[src/rtl/cfg_port_pkg.sv]
package cfg_port_pkg;

    typedef struct packed {
        logic       en;
        logic [7:0] bus;
        logic [7:0] devfn;
        logic [7:0] off;
    } cfg_fields_t;

    typedef enum logic [1:0] {
        TGT_NONE   = 2'd0,
        TGT_LOCAL  = 2'd1,
        TGT_BRIDGE = 2'd2
    } cfg_tgt_e;

    typedef struct packed {
        logic [31:0] addr;
        logic        rvalid;
        logic [31:0] rdata;
    } cfg_state_t;

endpackage

[src/rtl/cfg_addr_decode.sv]
module cfg_addr_decode
    import cfg_port_pkg::*;
#(
    parameter int unsigned AW = 32
) (
    input  logic [AW-1:0] addr,
    output cfg_fields_t   fields
);
    localparam int unsigned EN_BIT = AW - 1;

    logic unused_bits;
    assign unused_bits = ^{addr[EN_BIT-1:24], addr[1:0]};

    always_comb begin
        fields.en    = addr[EN_BIT];
        fields.bus   = addr[23:16];
        fields.devfn = addr[15:8];
        fields.off   = {addr[7:2], 2'b00};
    end
endmodule

[src/rtl/cfg_route.sv]
module cfg_route
    import cfg_port_pkg::*;
#(
    parameter int unsigned SLOTS = 256
) (
    input  logic             access,
    input  cfg_fields_t      fields,
    input  logic [SLOTS-1:0] present,
    output cfg_tgt_e         tgt
);
    always_comb begin
        tgt = TGT_NONE;
        if (access && fields.en) begin
            if (fields.bus == 8'h00) begin
                if (present[fields.devfn]) tgt = TGT_LOCAL;
            end else begin
                tgt = TGT_BRIDGE;
            end
        end
    end
endmodule

[src/rtl/cfg_bridge_merge.sv]
module cfg_bridge_merge #(
    parameter int unsigned NB = 2,
    parameter int unsigned DW = 32
) (
    input  logic [NB*DW-1:0] in_data,
    output logic [DW-1:0]    merged
);
    logic [NB:0][DW-1:0] acc;
    assign acc[0] = '1;

    for (genvar i = 0; i < NB; i++) begin : g_and
        assign acc[i+1] = acc[i] & in_data[i*DW +: DW];
    end

    assign merged = acc[NB];
endmodule

[src/rtl/cfg_access_port.sv]
module cfg_access_port
    import cfg_port_pkg::*;
#(
    parameter int unsigned NUM_BRIDGES = 2,
    parameter int unsigned DW          = 32,
    parameter int unsigned SLOTS       = 256
) (
    input  logic                      clk,
    input  logic                      rst_n,
    input  logic                      host_req,
    input  logic                      host_we,
    input  logic                      host_sel,
    input  logic [DW/8-1:0]           host_be,
    input  logic [DW-1:0]             host_wdata,
    output logic                      host_rvalid,
    output logic [DW-1:0]             host_rdata,
    input  logic [SLOTS-1:0]          slot_present,
    output logic                      loc_req,
    output logic                      loc_we,
    output logic [19:0]               loc_addr,
    output logic [DW/8-1:0]           loc_be,
    output logic [DW-1:0]             loc_wdata,
    input  logic [DW-1:0]             loc_rdata,
    output logic                      brg_req,
    output logic                      brg_we,
    output logic [7:0]                brg_bus,
    output logic [7:0]                brg_devfn,
    output logic [7:0]                brg_off,
    output logic [DW/8-1:0]           brg_be,
    output logic [DW-1:0]             brg_wdata,
    input  logic [NUM_BRIDGES*DW-1:0] brg_rdata
);
    localparam int unsigned LANES = DW / 8;

    cfg_state_t  st_q, st_d;
    cfg_fields_t fld;
    cfg_tgt_e    tgt;
    logic [DW-1:0] brg_merged;
    logic data_acc;

    assign data_acc = host_req && host_sel;

    cfg_addr_decode #(.AW(DW)) u_dec (
        .addr   (st_q.addr),
        .fields (fld)
    );

    cfg_route #(.SLOTS(SLOTS)) u_route (
        .access  (data_acc),
        .fields  (fld),
        .present (slot_present),
        .tgt     (tgt)
    );

    cfg_bridge_merge #(.NB(NUM_BRIDGES), .DW(DW)) u_merge (
        .in_data (brg_rdata),
        .merged  (brg_merged)
    );

    always_comb begin
        loc_req   = (tgt == TGT_LOCAL);
        loc_we    = host_we;
        loc_addr  = {fld.devfn, 4'h0, fld.off};
        loc_be    = host_be;
        loc_wdata = host_wdata;
        brg_req   = (tgt == TGT_BRIDGE);
        brg_we    = host_we;
        brg_bus   = fld.bus;
        brg_devfn = fld.devfn;
        brg_off   = fld.off;
        brg_be    = host_be;
        brg_wdata = host_wdata;
    end

    always_comb begin
        st_d        = st_q;
        st_d.rvalid = host_req && !host_we;
        if (host_req && !host_sel && host_we) begin
            for (int k = 0; k < LANES; k++) begin
                if (host_be[k]) st_d.addr[8*k +: 8] = host_wdata[8*k +: 8];
            end
        end
        if (host_req && !host_we) begin
            if (!host_sel) begin
                st_d.rdata = st_q.addr;
            end else begin
                unique case (tgt)
                    TGT_LOCAL:  st_d.rdata = loc_rdata;
                    TGT_BRIDGE: st_d.rdata = brg_merged;
                    default:    st_d.rdata = '1;
                endcase
            end
        end
    end

    always_ff @(posedge clk) begin
        if (!rst_n) begin
            st_q <= '{addr: '0, rvalid: 1'b0, rdata: '1};
        end else begin
            st_q <= st_d;
        end
    end

    assign host_rvalid = st_q.rvalid;
    assign host_rdata  = st_q.rdata;

    p_one_target_r7: assert property (@(posedge clk) disable iff (!rst_n)
        !(loc_req && brg_req));
    p_bus0_not_forwarded_r7: assert property (@(posedge clk) disable iff (!rst_n)
        brg_req |-> (brg_bus != 8'h00));
    p_empty_slot_quiet_r6: assert property (@(posedge clk) disable iff (!rst_n)
        loc_req |-> slot_present[loc_addr[19:12]]);
    p_disabled_quiet_r3: assert property (@(posedge clk) disable iff (!rst_n)
        !st_q.addr[DW-1] |-> !(loc_req || brg_req));
    p_read_response_r10: assert property (@(posedge clk) disable iff (!rst_n)
        (host_req && !host_we) |=> host_rvalid);
    p_write_silent_r10: assert property (@(posedge clk) disable iff (!rst_n)
        !(host_req && !host_we) |=> !host_rvalid);
    p_addr_hold_r2: assert property (@(posedge clk) disable iff (!rst_n)
        !(host_req && host_we && !host_sel) |=> $stable(st_q.addr));
    p_aligned_offset_r4: assert property (@(posedge clk) disable iff (!rst_n)
        (loc_req || brg_req) |-> (loc_addr[1:0] == 2'b00 && brg_off[1:0] == 2'b00));
endmodule

[config.mk]
export PLATFORM = sky130hd
export DESIGN_NAME = cfg_access_port
export DESIGN_NICKNAME = d
export VERILOG_FILES = /design/src/rtl/cfg_port_pkg.sv /design/src/rtl/cfg_addr_decode.sv /design/src/rtl/cfg_route.sv /design/src/rtl/cfg_bridge_merge.sv /design/src/rtl/cfg_access_port.sv
export SDC_FILE = /design/constraint.sdc
export NUM_CORES = 1
export LEC_CHECK = 0
export ABC_AREA = 1
export BUFFER_PORTS_ARGS = -buffer_cell sky130_fd_sc_hd__buf_2
export CAP_MARGIN = 10
export CORE_AREA = 2 2 210 212
export CTS_BUF_LIST = sky130_fd_sc_hd__clkbuf_16
export DETAILED_ROUTE_END_ITERATION = 8
export DIE_AREA = 0 0 212 214
export PLACE_DENSITY = 0.43
export SLEW_MARGIN = 20
export SYNTH_ARGS = -nofsm -noshare
export SYNTH_HDL_FRONTEND = slang
export SYNTH_HIERARCHICAL = 1
export SYNTH_SLANG_ARGS = --single-unit
export TNS_END_PERCENT = 100
[constraint.sdc]
create_clock -name clk -period 3.2 [get_ports clk]
set_clock_uncertainty 0.1 [all_clocks]
set_input_delay 0.64 -clock clk [delete_from_list [all_inputs] [get_ports clk]]
set_output_delay 0.64 -clock clk [all_outputs]
set_load 0.05 [all_outputs]
---- Word level (Yosys, flattened, before mapping) ----
Cells that the tools add are included.
W data, S select, Z words.
word-level totals
  bits in registers ....................... 65
  bits in latches ......................... 0
  RAM bits ................................ 0
  bits in read-only memories .............. 0
  bits of input ports ..................... 393
  output and inout bits ................... 153
  word-level logic and storage cells ...... 29
  memories ................................ 0
operators by class
  $add $sub $neg .......................... 0
  multiply operators ...................... 0
  div/mod/pow operators ................... 0
  $lt $le $gt $ge ......................... 1
  eq/ne operators ......................... 2
  shifts and indexed selects .............. 0
  multiplexer cells ....................... 7
  bitwise operators ....................... 1
  reduce and logical (&&, ||, !) cells .... 12
operators by type and width
  cell                  count
  $pmux W32 S2          1
  $and A32 B32 Y32      1
  $mux W32              1
  $lt A8 B9 Y1 const B  1
  $bmux W1 S8           1
  $logic_not A8 Y1      1
  $reduce_and A2 Y1     4
  $logic_and A1 B1 Y1   5
  $mux W2               2
  $eq A2 B1 Y1 const B  1
  $eq A2 B2 Y1 const B  1
  $logic_not A1 Y1      2
  $mux W1               2

---- Longest topological paths before layout ----
Gate-level depths: netlist (run 1).
  depth in word-level cells ............... 8
  depth in mapped cells ................... 21
  depth with buffers taken out ............ 17

---- Cells and area by module ----
Netlist (run 1), hierarchy kept.
modules (own cells, without submodules)
  module            instances  cells an instance  area each (µm²)  seq. area each (µm²)
  cfg_access_port   1          691                4,453.0          1,301.2
  cfg_route         1          590                2,682.6          0.0
  cfg_bridge_merge  1          64                 240.2            0.0
  cfg_addr_decode   1          26                 191.4            0.0

---- Least setup slack after synthesis (run 1) ----
Ideal clock, no wire load.
  path type ............................... reg2out
  start ................................... register st_q[43] (netlist name)
  end ..................................... output port loc_req
  arrival ................................. 2.150 ns
  data required time ...................... 2.460 ns
  setup slack ............................. 0.310 ns
  stages on the path, launching flop included .. 13
  buffers on the path ..................... 3
  path through ............................ dfxtp_1 -> buf_4 -> buf_2 -> buf_1 -> nand3_1 -> nand3_1 -> nand3_1 -> nand2_1 -> nand2_1 -> nand3_1 -> nand3_1 -> a21oi_1 -> ha_1
between the ends
  word-level cells in the longest chain between the ends .. 6
RTL lines
  item                           RTL line                RTL
  start, declared                cfg_access_port.sv:35   cfg_state_t st_q, st_d;
  start signal, assigned         cfg_access_port.sv:98   st_q <= '{addr: '0, rvalid: 1'b0, rdata: '1};
  start signal, assigned         cfg_access_port.sv:100  st_q <= st_d;
  $bmux W1 S8                    cfg_route.sv:15         if (present[fields.devfn]) tgt = TGT_LOCAL;
  $mux W1 (implied by the code)  cfg_route.sv:15
  $mux W1                        cfg_route.sv:15
  $mux W2                        cfg_route.sv:14         if (fields.bus == 8'h00) begin
  $mux W2                        cfg_route.sv:13         if (access && fields.en) begin
  via tgt[0]                     cfg_access_port.sv:37   cfg_tgt_e tgt;
  $eq A2 B1 Y1                   cfg_access_port.sv:61   loc_req = (tgt == TGT_LOCAL);
  end, declared                  cfg_access_port.sv:18   output logic loc_req,
The timed path passes the listed nets, and every way through them passes these cells. The select of a mux whose other input is x is not followed.

---- Final worst setup path (run 1) ----
  start ................................... register st_q[41] (netlist name)
  end ..................................... output port brg_req
between the ends
  word-level cells in the longest chain between the ends .. 6
RTL lines
  item                           RTL line               RTL
  $bmux W1 S8                    cfg_route.sv:15
  $mux W1 (implied by the code)  cfg_route.sv:15
  $mux W1                        cfg_route.sv:15
  $mux W2                        cfg_route.sv:14
  $mux W2                        cfg_route.sv:13
  via tgt[0]                     cfg_access_port.sv:37
  $eq A2 B2 Y1                   cfg_access_port.sv:66  brg_req = (tgt == TGT_BRIDGE);
  end, declared                  cfg_access_port.sv:24  output logic brg_req,
The timed path passes the listed nets, and every way through them passes these cells. The select of a mux whose other input is x is not followed.

==> results of run 1 <==
[power by group through the flow]
stage                     registers [W]  logic, W  clock network, W
after floorplan                0.000887  0.000895                 0
after global placement         0.000897   0.00127                 0
after detailed placement       0.000897   0.00127                 0
after CTS                      0.000881   0.00133          0.000945
after global routing           0.000886   0.00146          0.000966
final                          0.000881   0.00135          0.000901
[cell usage after synthesis]
| cell | instances | share of area |
|---|---|---|
| a21oi_1 | 45 | 0.030 |
| a21oi_2 | 20 | 0.023 |
| and2_1 | 1 | 0.00083 |
| buf_1 | 10 | 0.0050 |
| buf_2 | 27 | 0.018 |
| buf_4 | 172 | 0.17 |
| buf_6 | 14 | 0.021 |
| clkbuf_1 | 13 | 0.0064 |
| conb_1 | 2 | 0.00099 |
| dfxtp_1 | 65 | 0.17 |
| ha_1 | 2 | 0.0033 |
| inv_1 | 139 | 0.069 |
| inv_2 | 3 | 0.0015 |
| nand2_1 | 510 | 0.25 |
| nand3_1 | 306 | 0.20 |
| nand4_1 | 4 | 0.0033 |
| nor2_1 | 34 | 0.017 |
| nor2_2 | 2 | 0.0017 |
| nor4_1 | 2 | 0.0017 |
[worst max-delay path, delay by kind of cell, from the launching register on]
| kind | cells | cell delay (ns) |
|---|---|---|
| AO/OA/AOI/OAI | 1 | 0.22 |
| adder cells (fa/ha/maj) | 1 | 0.15 |
| AND/OR/NAND/NOR | 9 | 0.83 |
| buffers and inverters | 5 | 0.65 |
| flip-flops | 1 | 0.50 |
[placed cells by master (no fill, tap or decap), types with 34 or more instances in the layout]
| cell type | n |
|---|---|
| dfxtp_1 | 62 |
| buf_4 | 41 |
| a21oi_1 | 44 |
| nand2_1 | 495 |
| buf_2 | 535 |
| nor2_1 | 34 |
| inv_1 | 139 |
| nand3_1 | 237 |
| nand3_2 | 66 |
[layout make-up]
class | instances | area, um2
sequential | 65 | 1308
timing repair buffer | 617 | 3835
timing repair inverter | 1 | 8.758
tap | 585 | 732.0
multi-input combinational | 932 | 4544
clock buffer | 9 | 225.2
clock inverter | 6 | 27.53
antenna | 3 | 7.507
fill | 4968 | 31650
inverter | 142 | 550.5
[per-layer routing]
layer | global-route usage | part of all wire | routed length (um) | up-vias
met5 | 0 | 0.00039 | 16 | -
li1 | - | - | - | 4934
met3 | 0.02786 | 0.070 | 2853 | 54
met2 | 0.3170 | 0.52 | 21050 | 490
met4 | 0.05399 | 0.024 | 966 | 2
met1 | 0.1845 | 0.39 | 15850 | 4543
[state kept, by name (all words and copies together) (netlist names)]
signal	count
host_rvalid	1
host_rdata	32
st_q	32
[final timing paths]
kind                            slack, ns                       start                          end  cells after the start
worst max register to register       0.05       st_q[41]$_SDFFE_PN0P_  host_rdata[25]$_SDFFE_PN1P_                     21
worst min register to register       0.36  host_rdata[9]$_SDFFE_PN1P_   host_rdata[9]$_SDFFE_PN1P_                      2
worst min-delay path                 0.36  host_rdata[9]$_SDFFE_PN1P_   host_rdata[9]$_SDFFE_PN1P_                      2
worst max-delay path                -0.27       st_q[41]$_SDFFE_PN0P_                      brg_req                     16
[per-stage QoR]
step,hold slack [ns],setup TNS (ns)
after global placement,0.3454,-11.28
after global routing,0.3777,-3.444
final,0.3597,-0.5377
after detailed placement,0.3482,-10.87
after floorplan,0.3417,0
after CTS,0.3633,-0.4882
[what timing repair did]
item | CTS | global route
hold buffers | 0 | 0
gates cloned | 7 | 6
pin swaps | 9 | 25
endpoints found under the setup margin | 34 | 34
gates resized for setup | 47 | 91
buffers inserted | 10 | 5
endpoints found under the hold margin | 0 | 0
[cell families (layout without fill, tap and decap cells)]
group | Yosys count | after routing
AO/OA/AOI/OAI | 65 | 65
adder cells (fa/ha/maj) | 2 | 2
buffers and inverters | 378 | 775
flip-flops | 65 | 65
other | 2 | 9
AND/OR/NAND/NOR | 859 | 859
==> results by group, run 1 <==
Run status
  • Status: finished with violations
  • Violated checks: setup timing

Place
  • Dpl hpwl: 31.35 mm
  • Cells after DPL: 2,317
  • # port buffers: 537
  • Placement Cell Area: 9889 um2
  • Dpl ws: -0.4370 ns
  • Routability cong.: 0.8839

Hold path
  • Hold Path Class: reg2reg

Pwr
  • Comb pwr share: 0.431
  • Sw frac: 0.4158
  • Lkg Pwr: 5.922 nW
  • Maximum vdd drop: 0.2431 mV
  • Design internal power: 0.001831 W
  • Seq pwr share: 0.281
  • PD cells: 278.9 nW/um2
  • P_sw: 0.001303 W
  • Clock power share: 0.288
  • Pwr Total: 0.003134 W

Timing
  • Final worst-path cycle share: 1.086
  • Final hold viol count: 0
  • Post-route setup slack: -0.2739 ns
  • Setup violations, final: 2
  • Worst slew margin: 0.4145
  • Fin crit period: 3.474 ns
  • Worst Max-Slew Pin Slew: 0.8783 ns
  • Final Max Tran Viols: 0
  • RSZ-0062 raised after global routing: yes
  • Max Clock Freq: 0.2879 GHz

Clock tree
  • H-tree level count: 3
  • Worst-path clk slew: 0.06 ns
  • CTS Buf Count: 9
  • Clock Sinks: 65
  • CTS root buffer: clkbuf_16
  • CTS tree: done
  • Worst-skew pair later-pin latency: 0.35 ns
  • Clock Path Buffers: 2

Worst setup path
  • CP cell instances: buf_12, buf_12, nand2_1, nand3_1, nand3_1, nand3_1, nand3_1, nand2_1, nand2_1, nand3_2, nand3_2, a21oi_4, buf_6, inv_4, ha_4, buf_8
  • Crit-path most repeated cell: nand3_1
  • Critical setup path kind: reg2out
  • CP max stage delay: 0.50 ns
  • Crit-path slowest cell: dfxtp_4
  • Crit Path Max Fanout: 8
  • Kind of end point of the critical path: output port
  • CP arrival: 2.73 ns
  • Critical Path Start Type: flip-flop
  • CP required: 2.46 ns

Global route
  • GRT Util Overall: 0.1665
  • Pin count of the biggest net entering global routing: 66
  • First-pass GRT wire length: 57.41 mm
  • Grt ovf: 0
  • Number of global-route vias before repair: 9,946
  • Initial antenna violation count: 5

Route
  • WL/cell: 17.26 um
  • Vias: 10,020
  • Drt pass-1 iters: 7
  • DRT iter0 DRCs: 540
  • Detail Route Antenna Nets: 0
  • Final WL: 40.74 mm
  • Via density per instance: 4.247
  • DR DRC count: 0

Finish
  • Fin nets: 2,163
  • Final Cell Area: 11,240 um2
  • Area growth, synth to finish: 48.51%
  • Layout cells sized above 1: 0.4204
  • Non-filler cells, final: 2,360
  • Fin util: 0.2620

Floorplan
  • Starting Density: 0.1765
  • Die Span X: 212 um
  • Die H: 214 um
  • Core area: 42,890 um2
  • Row cnt: 76
  • Die area: 45,370 um2
  • Io pins: 546

Synthesis
  • Mapped Area: 7567 um2
  • Flops & latches, synth: 65
  • Mapped Cells: 1,371
  • Synthesized area per cell: 5.520 um2
  • Mux cell area share after synthesis: 0
  • Simple-gate area share of the yosys netlist: 0.4797
  • Largest family of logic cells by synthesized area: simple AND/OR/NAND/NOR gates
  • Yosys warnings: 6
  • Xor/xnor share of the synthesized area: 0
  • Adder-cell share of the synthesized area: 0.003307
  • Yosys cell types: 19
  • Synth Area in Compound Gates: 0.05291
  • Seq/Total Area, Yosys: 0.1720

Job
  • Maxcap violations: 0
Note: power is estimated with default switching activity, not from simulation.
==> inputs of run 2 (changes only) <==
--- a/config.mk
+++ b/config.mk
@@ -5,14 +5,13 @@
 export SDC_FILE = /design/constraint.sdc
 export NUM_CORES = 1
 export LEC_CHECK = 0
-export ABC_AREA = 1
 export BUFFER_PORTS_ARGS = -buffer_cell sky130_fd_sc_hd__buf_2
-export CAP_MARGIN = 10
-export CORE_AREA = 2 2 210 212
+export CAP_MARGIN = 5
+export CORE_AREA = 2 2 212 214
 export CTS_BUF_LIST = sky130_fd_sc_hd__clkbuf_16
 export DETAILED_ROUTE_END_ITERATION = 8
-export DIE_AREA = 0 0 212 214
-export PLACE_DENSITY = 0.43
+export DIE_AREA = 0 0 214 216
+export PLACE_DENSITY = 0.41
 export SLEW_MARGIN = 20
 export SYNTH_ARGS = -nofsm -noshare
 export SYNTH_HDL_FRONTEND = slang
==> run 2 against run 1 <==
The run still ends with setup timing left. Maximum frequency fell by 10%. Core utilization decreased by 2.0 points. Final area is 5.7% lower. Synthesized cell count shrank 45%. Final cell count shrank 24%. Routed wire length shrank 10%. Setup slack worse by 0.40 ns. Count of clock-buffer cells in the layout unchanged. Critical path type unchanged. Critical endpoint is now loc_req. Largest power group unchanged. Highest routed layer unchanged.
==> results by group, run 2 <==
Worst setup path
  • CP arrival: 3.14 ns
  • CP cell instances: buf_12, buf_12, mux4_2, mux4_2, or3_4, o21ai_4, o41ai_4, buf_6, buf_4, ha_4, buf_6
  • CP Buf/Inv Count: 5
  • Critical setup path kind: reg2out
  • CP Depth: 11
  • Top cell family by delay on the critical path: multiplexers
  • FF-to-FF path depth: 13
  • CP required: 2.46 ns
  • CP max stage delay: 0.53 ns
  • Crit Path Max Fanout: 6
  • Crit-path slowest cell: mux4_2
  • Kind of end point of the critical path: output port
  • Critical Path Start Type: flip-flop

Route
  • Met3 WL: 2.077 mm
  • Vias: 7,515
  • WL met1: 14.51 mm
  • Highest metal layer with signal wires: met5
  • Routed wl met2: 19.22 mm
  • Via density per instance: 4.205
  • Drt pass-1 iters: 5
  • DRT iter0 DRCs: 223
  • DR DRC count: 0
  • Detail Route Antenna Nets: 0
  • Final WL: 36.60 mm
  • WL/cell: 20.48 um

Synthesis
  • Post-synth EDFFs: 0
  • Seq/Total Area, Yosys: 0.1907
  • Count leader, synth: buf_4
  • Synthesized area per cell: 9.076 um2
  • Yosys cell types: 54
  • Async S/R FF share, synth: 0
  • Flops & latches, synth: 65
  • Mapped Cells: 752
  • Yosys warnings: 6
  • Post-synth top flop: dfxtp_1
  • Top cell type's share of synthesized area: 0.1907
  • Ranking of synthesized cells by area: dfxtp_1, buf_4, mux4_1
  • Commonest cells post-synth: buf_4, dfxtp_1, nand2_1
  • Mapped Area: 6825 um2
  • Synth area leader: dfxtp_1

Floorplan
  • Die Span X: 214 um
  • Die area: 46,220 um2
  • Die H: 216 um
  • Io pins: 546
  • Core area: 43,840 um2
  • Row cnt: 77
  • Starting Density: 0.1557

Place
  • # port buffers: 537
  • Dpl hpwl: 30.14 mm
  • Placement Cell Area: 9624 um2
  • Routability cong.: 0.9627

Pwr
  • Lkg Pwr: 4.775 nW
  • Maximum vdd drop: 0.2214 mV
  • PD cells: 278.3 nW/um2

Run status
  • Violated checks: setup timing
  • Status: finished with violations

Timing
  • Worst slew margin: 0.5076
  • Max Clock Freq: 0.2578 GHz
  • Post-route setup slack: -0.6783 ns
  • Final worst-path cycle share: 1.212
  • Worst Max-Slew Pin Slew: 0.7381 ns
  • Final Max Tran Viols: 0
  • Final hold viol count: 0
  • Fin crit period: 3.878 ns
  • Fin Hold WS: 0.3610 ns
  • Final TNS setup: -10.82 ns
  • Setup violations, final: 34
  • RSZ-0062 raised after global routing: yes

Hold path
  • Hold Path Class: reg2reg
  • Hold path cells: 2

Clock tree
  • CTS hold repair buffers: 0
  • CTS tree: done
  • Clock Sinks: 65
  • H-tree level count: 3
  • Worst-skew pair later-pin latency: 0.34 ns
  • Worst-path clk slew: 0.06 ns
  • Clock Path Buffers: 2
  • CTS root buffer: clkbuf_16
  • CTS Buf Count: 9

Global route
  • GRT Util Overall: 0.1504
  • Initial antenna violation count: 6
  • Number of global-route vias before repair: 7,622
  • Grt ovf: 0
  • First-pass GRT wire length: 51.33 mm
  • Pin count of the biggest net entering global routing: 66

Finish
  • Most frequent cells in the layout: buf_2, buf_4, dfxtp_1, nand2_1, nor2_1
  • Area growth, synth to finish: 55.22%
  • Commonest non-fill, non-tap cell in the layout: buf_2
  • Layout cells sized above 1: 0.6625
  • Final Cell Area: 10,590 um2
  • Fin nets: 1,585

Job
  • Maxcap violations: 0
-- run 2: changes by cell type in the layout (fill, tap and decap cells not counted), moves of 31 or more --
cell,change
and2_1,+32
o31ai_1,+31
inv_1,-136
nand2_1,-443
nand3_1,-204
nand3_2,-60
mux2i_1,+35
-- run 2: layout make-up --
type | count | area [um2]
well taps | 592 | 740.7
diodes | 1 | 2.502
clock buffers | 9 | 225.2
inverters | 5 | 21.27
flip-flops and latches | 65 | 1309
multi-input cells | 472 | 4469
clock inverters | 6 | 50.05
fillers | 4824 | 33240
repair buffers | 637 | 3776
-- run 2: metal layers --
metal | vias to the layer above | global-route usage
li1 | 3553 | -
met1 | 3565 | 0.1701
met2 | 353 | 0.2848
met3 | 36 | 0.03002
met4 | 8 | 0.03986
met5 | - | 0
-- run 2: kinds of logic (layout without fill, tap and decap cells) --
family	after synthesis	count (layout)	share of synthesized area
adders and majority gates	2	2	0.003666
other	2	7	0.001100
buffers and inverters	220	657	0.2445
DFF	65	65	0.1907
AOI/OAI and AO/OA	192	192	0.2073
and+or+nand+nor	186	187	0.1358
muxes	85	85	0.2169
-- run 2: worst reg2reg max path: stages (launching register included) --
cell	delay, ns
dfxtp_4	0.37
buf_12	0.13
buf_12	0.12
mux4_2	0.53
mux4_2	0.51
or3_4	0.36
o21ai_4	0.08
o41ai_4	0.10
buf_6	0.14
buf_4	0.14
ha_4	0.17
buf_4	0.23
a221oi_2	0.30
o311ai_1	0.13
-- run 2: through the flow --
step                std cells  total power, W  worst slack (ns)    util
global placement         1758        0.001964           -0.7895  0.2196
detailed placement       1758        0.001965           -0.7884  0.2196
finish                   1787        0.002949           -0.6783  0.2417
floorplan                 756        0.001619        0.00008571       -
global route             1787        0.003087           -0.7499  0.2417
CTS                      1786        0.002985           -0.7321  0.2353
-- run 2: power by group --
part | internal, W | switching (W) | leakage (nW)
sequential | 0.000846 | 0.0000263 | 0.535
combinational | 0.000413 | 0.000692 | 4.10
clock | 0.000587 | 0.000384 | 0.135
total | 0.00185 | 0.00110 | 4.77
-- run 2: worst paths after layout --
| path | from | end | slack, ns |
|---|---|---|---|
| max | st_q[41]$_SDFFE_PN0P_ | loc_req | -0.68 |
| max reg2reg | st_q[41]$_SDFFE_PN0P_ | host_rdata[31]$_SDFFE_PN1P_ | -0.33 |
| min | st_q[63]$_SDFFE_PN0P_ | st_q[63]$_SDFFE_PN0P_ | 0.36 |
| min reg2reg | st_q[63]$_SDFFE_PN0P_ | st_q[63]$_SDFFE_PN0P_ | 0.36 |
-- run 2: what timing repair did --
item	in CTS	in global routing
pin swaps	14	36
setup endpoints to repair	34	34
resized for setup	48	56
hold endpoints to repair	0	0
cloned	6	0
setup buffers	8	6
==> inputs of run 3 (changes only) <==
--- a/config.mk
+++ b/config.mk
@@ -7,10 +7,10 @@
 export LEC_CHECK = 0
 export BUFFER_PORTS_ARGS = -buffer_cell sky130_fd_sc_hd__buf_2
 export CAP_MARGIN = 5
-export CORE_AREA = 2 2 212 214
+export CORE_AREA = 2 2 211 213
 export CTS_BUF_LIST = sky130_fd_sc_hd__clkbuf_16
 export DETAILED_ROUTE_END_ITERATION = 8
-export DIE_AREA = 0 0 214 216
+export DIE_AREA = 0 0 213 215
 export PLACE_DENSITY = 0.41
 export SLEW_MARGIN = 20
 export SYNTH_ARGS = -nofsm -noshare
==> run 3 against run 2 <==
The run still ends with setup timing left. Setup slack better by 0.090 ns. Core utilization is 0.22 points higher. Total power is 1.8% higher. Critical path type unchanged. Largest power group unchanged.
==> results by group, run 3 (synthesized netlist as in run 2, its figures left out) <==
Timing
  • Max Clock Freq: 0.2639 GHz
  • RSZ-0062 raised after global routing: yes
  • Final hold viol count: 0
  • Setup violations, final: 34
  • Final Max Tran Viols: 0
  • Final worst-path cycle share: 1.184
  • Fin crit period: 3.789 ns
  • Post-route setup slack: -0.5886 ns
  • Worst slew margin: 0.5787
  • Worst Max-Slew Pin Slew: 0.6320 ns

Worst setup path
  • R2R Path Start: st_q[41]$_SDFFE_PN0P_
  • CP required: 2.46 ns
  • Reg2reg end: host_rdata[10]$_SDFFE_PN1P_
  • Top cell family by delay on the critical path: multiplexers
  • CP cell instances: buf_6, mux4_2, mux4_2, or3_1, o21ai_2, o41ai_4, buf_6, buf_6, ha_4, buf_8
  • Kind of end point of the critical path: output port
  • CP max stage delay: 0.52 ns
  • CP arrival: 3.05 ns
  • CP Buf/Inv Count: 4
  • Crit Path Max Fanout: 7
  • Crit-path slowest cell: mux4_2
  • Critical setup path kind: reg2out
  • Critical Path Start Type: flip-flop
  • FF-to-FF path depth: 15
  • Crit-path most repeated cell: buf_6
  • Register-to-register setup slack: -0.42 ns

Finish
  • Fill cells: 4,848
  • Area growth, synth to finish: 55.95%
  • Commonest non-fill, non-tap cell in the layout: buf_2
  • Fin nets: 1,587
  • Register area: 1311 um2
  • Layout cells sized above 1: 0.6617
  • Most frequent cells in the layout: buf_2, buf_4, dfxtp_1, nand2_1, nor2_1
  • Area of the multi-input gates: 4458 um2

Clock tree
  • H-tree level count: 3
  • CTS root buffer: clkbuf_16
  • Clock Sinks: 65
  • CTS tree: done
  • Clock Path Buffers: 2
  • Worst-path clk slew: 0.06 ns
  • CTS Buf Count: 9
  • CTS hold repair buffers: 0
  • Worst-skew pair later-pin latency: 0.34 ns

Pwr
  • Pwr Total: 0.003001 W
  • Lkg Pwr: 4.775 nW
  • PD cells: 282.0 nW/um2
  • Maximum vdd drop: 0.2504 mV

Floorplan
  • Die H: 215 um
  • Die Span X: 213 um
  • Starting Density: 0.1564
  • Die area: 45,800 um2
  • Core area: 43,640 um2
  • Row cnt: 77
  • Io pins: 546

Job
  • Maxcap violations: 0

Route
  • DR DRC count: 0
  • Drt pass-1 iters: 4
  • Via density per instance: 4.215
  • DRT iter0 DRCs: 281
  • WL/cell: 19.81 um
  • Final WL: 35.51 mm
  • Vias: 7,558
  • Detail Route Antenna Nets: 0

Hold path
  • Min-Delay Startpoint: host_rdata[21]$_SDFFE_PN1P_
  • Min-Delay Endpoint: host_rdata[21]$_SDFFE_PN1P_
  • Hold path cells: 2
  • Hold Path Class: reg2reg

Global route
  • Pin count of the biggest net entering global routing: 50
  • Number of global-route vias before repair: 7,544
  • Grt ovf: 0
  • First-pass GRT wire length: 48.58 mm
  • Initial antenna violation count: 11
  • GRT Util Overall: 0.1456

Run status
  • Status: finished with violations
  • Violated checks: setup timing

Place
  • Dpl ws: -0.6629 ns
  • Routability cong.: 0.8069
  • # port buffers: 537
  • Dpl hpwl: 28.88 mm
-- run 3: cell types whose count changed in the layout (fill, tap and decap cells not counted), sizes merged --
cell / change
bufbuf: +3
clkbuf: +1
clkinv: -1
diode: +3
inv: +1
nand2b: -1
-- run 3: stage by stage --
| stage | util | hold slack [ns] | setup TNS, ns | instances | area, um2 |
|---|---|---|---|---|---|
| 2_1_floorplan | - | 0.3398 | 0 | 756 | 7142 |
| 3_3_place_gp | 0.2194 | 0.3467 | -20.61 | 1753 | 9574 |
| 3_5_place_dp | 0.2194 | 0.3470 | -20.60 | 1753 | 9574 |
| 4_1_cts | 0.2383 | 0.3598 | -12.62 | 1789 | 10400 |
| 5_1_grt | 0.2439 | 0.3755 | -17.45 | 1793 | 10640 |
| 6_report | 0.2439 | 0.3561 | -12.01 | 1793 | 10640 |
-- run 3: tightest hold or removal path, delay by kind of cell, from the launching register on --
family	cells	cell delay, ns
flip-flops	1	0.32
AO/OA/AOI/OAI	2	0.11
-- run 3: report_power, final --
part | total (W) | internal, W | switching, W
sequential | 0.000871 | 0.000845 | 0.0000254
combinational | 0.00110 | 0.000409 | 0.000687
clock | 0.00103 | 0.000644 | 0.000390
total | 0.00300 | 0.00190 | 0.00110
-- run 3: worst max path at each step --
stage                                     start                          end  slack [ns]  cells past startpoint
after CTS                 st_q[41]$_SDFFE_PN0P_                      loc_req       -0.64                     10
after detailed placement  st_q[50]$_SDFFE_PN0P_  host_rdata[30]$_SDFFE_PN1P_       -0.66                     14
after global placement    st_q[50]$_SDFFE_PN0P_  host_rdata[30]$_SDFFE_PN1P_       -0.69                     14
after global routing      st_q[41]$_SDFFE_PN0P_                      loc_req       -0.70                     10
after floorplan           st_q[42]$_SDFFE_PN0P_                      brg_req     0.00009                     10
final                     st_q[41]$_SDFFE_PN0P_                      loc_req       -0.59                     10
-- run 3: layout make-up --
class                           count  share of cell area
Antenna cell                        4           0.0009404
Clock buffer                       10             0.02351
Clock inverter                      6            0.005290
Inverter                            5            0.001763
Multi-Input combinational cell    471              0.4188
Sequential cell                    65              0.1232
Tap cell                          592             0.06959
Timing Repair Buffer              640              0.3569
-- run 3: routing by layer --
metal / wire, um / part of all wire / up-vias / GRT usage
met5: 41 / 0.0012 / - / 0
met1: 13800 / 0.39 / 3557 / 0.1612
met2: 18370 / 0.52 / 383 / 0.2747
li1: - / - / 3559 / -
met4: 919 / 0.026 / 6 / 0.05012
met3: 2378 / 0.067 / 53 / 0.02616
-- run 3: timing repair --
item                                    in CTS  in global routing
endpoints found under the setup margin      34                 34
setup buffers                               14                  2
cloned                                       7                  0
resized for setup                           55                 30
pin swaps                                   44                  7
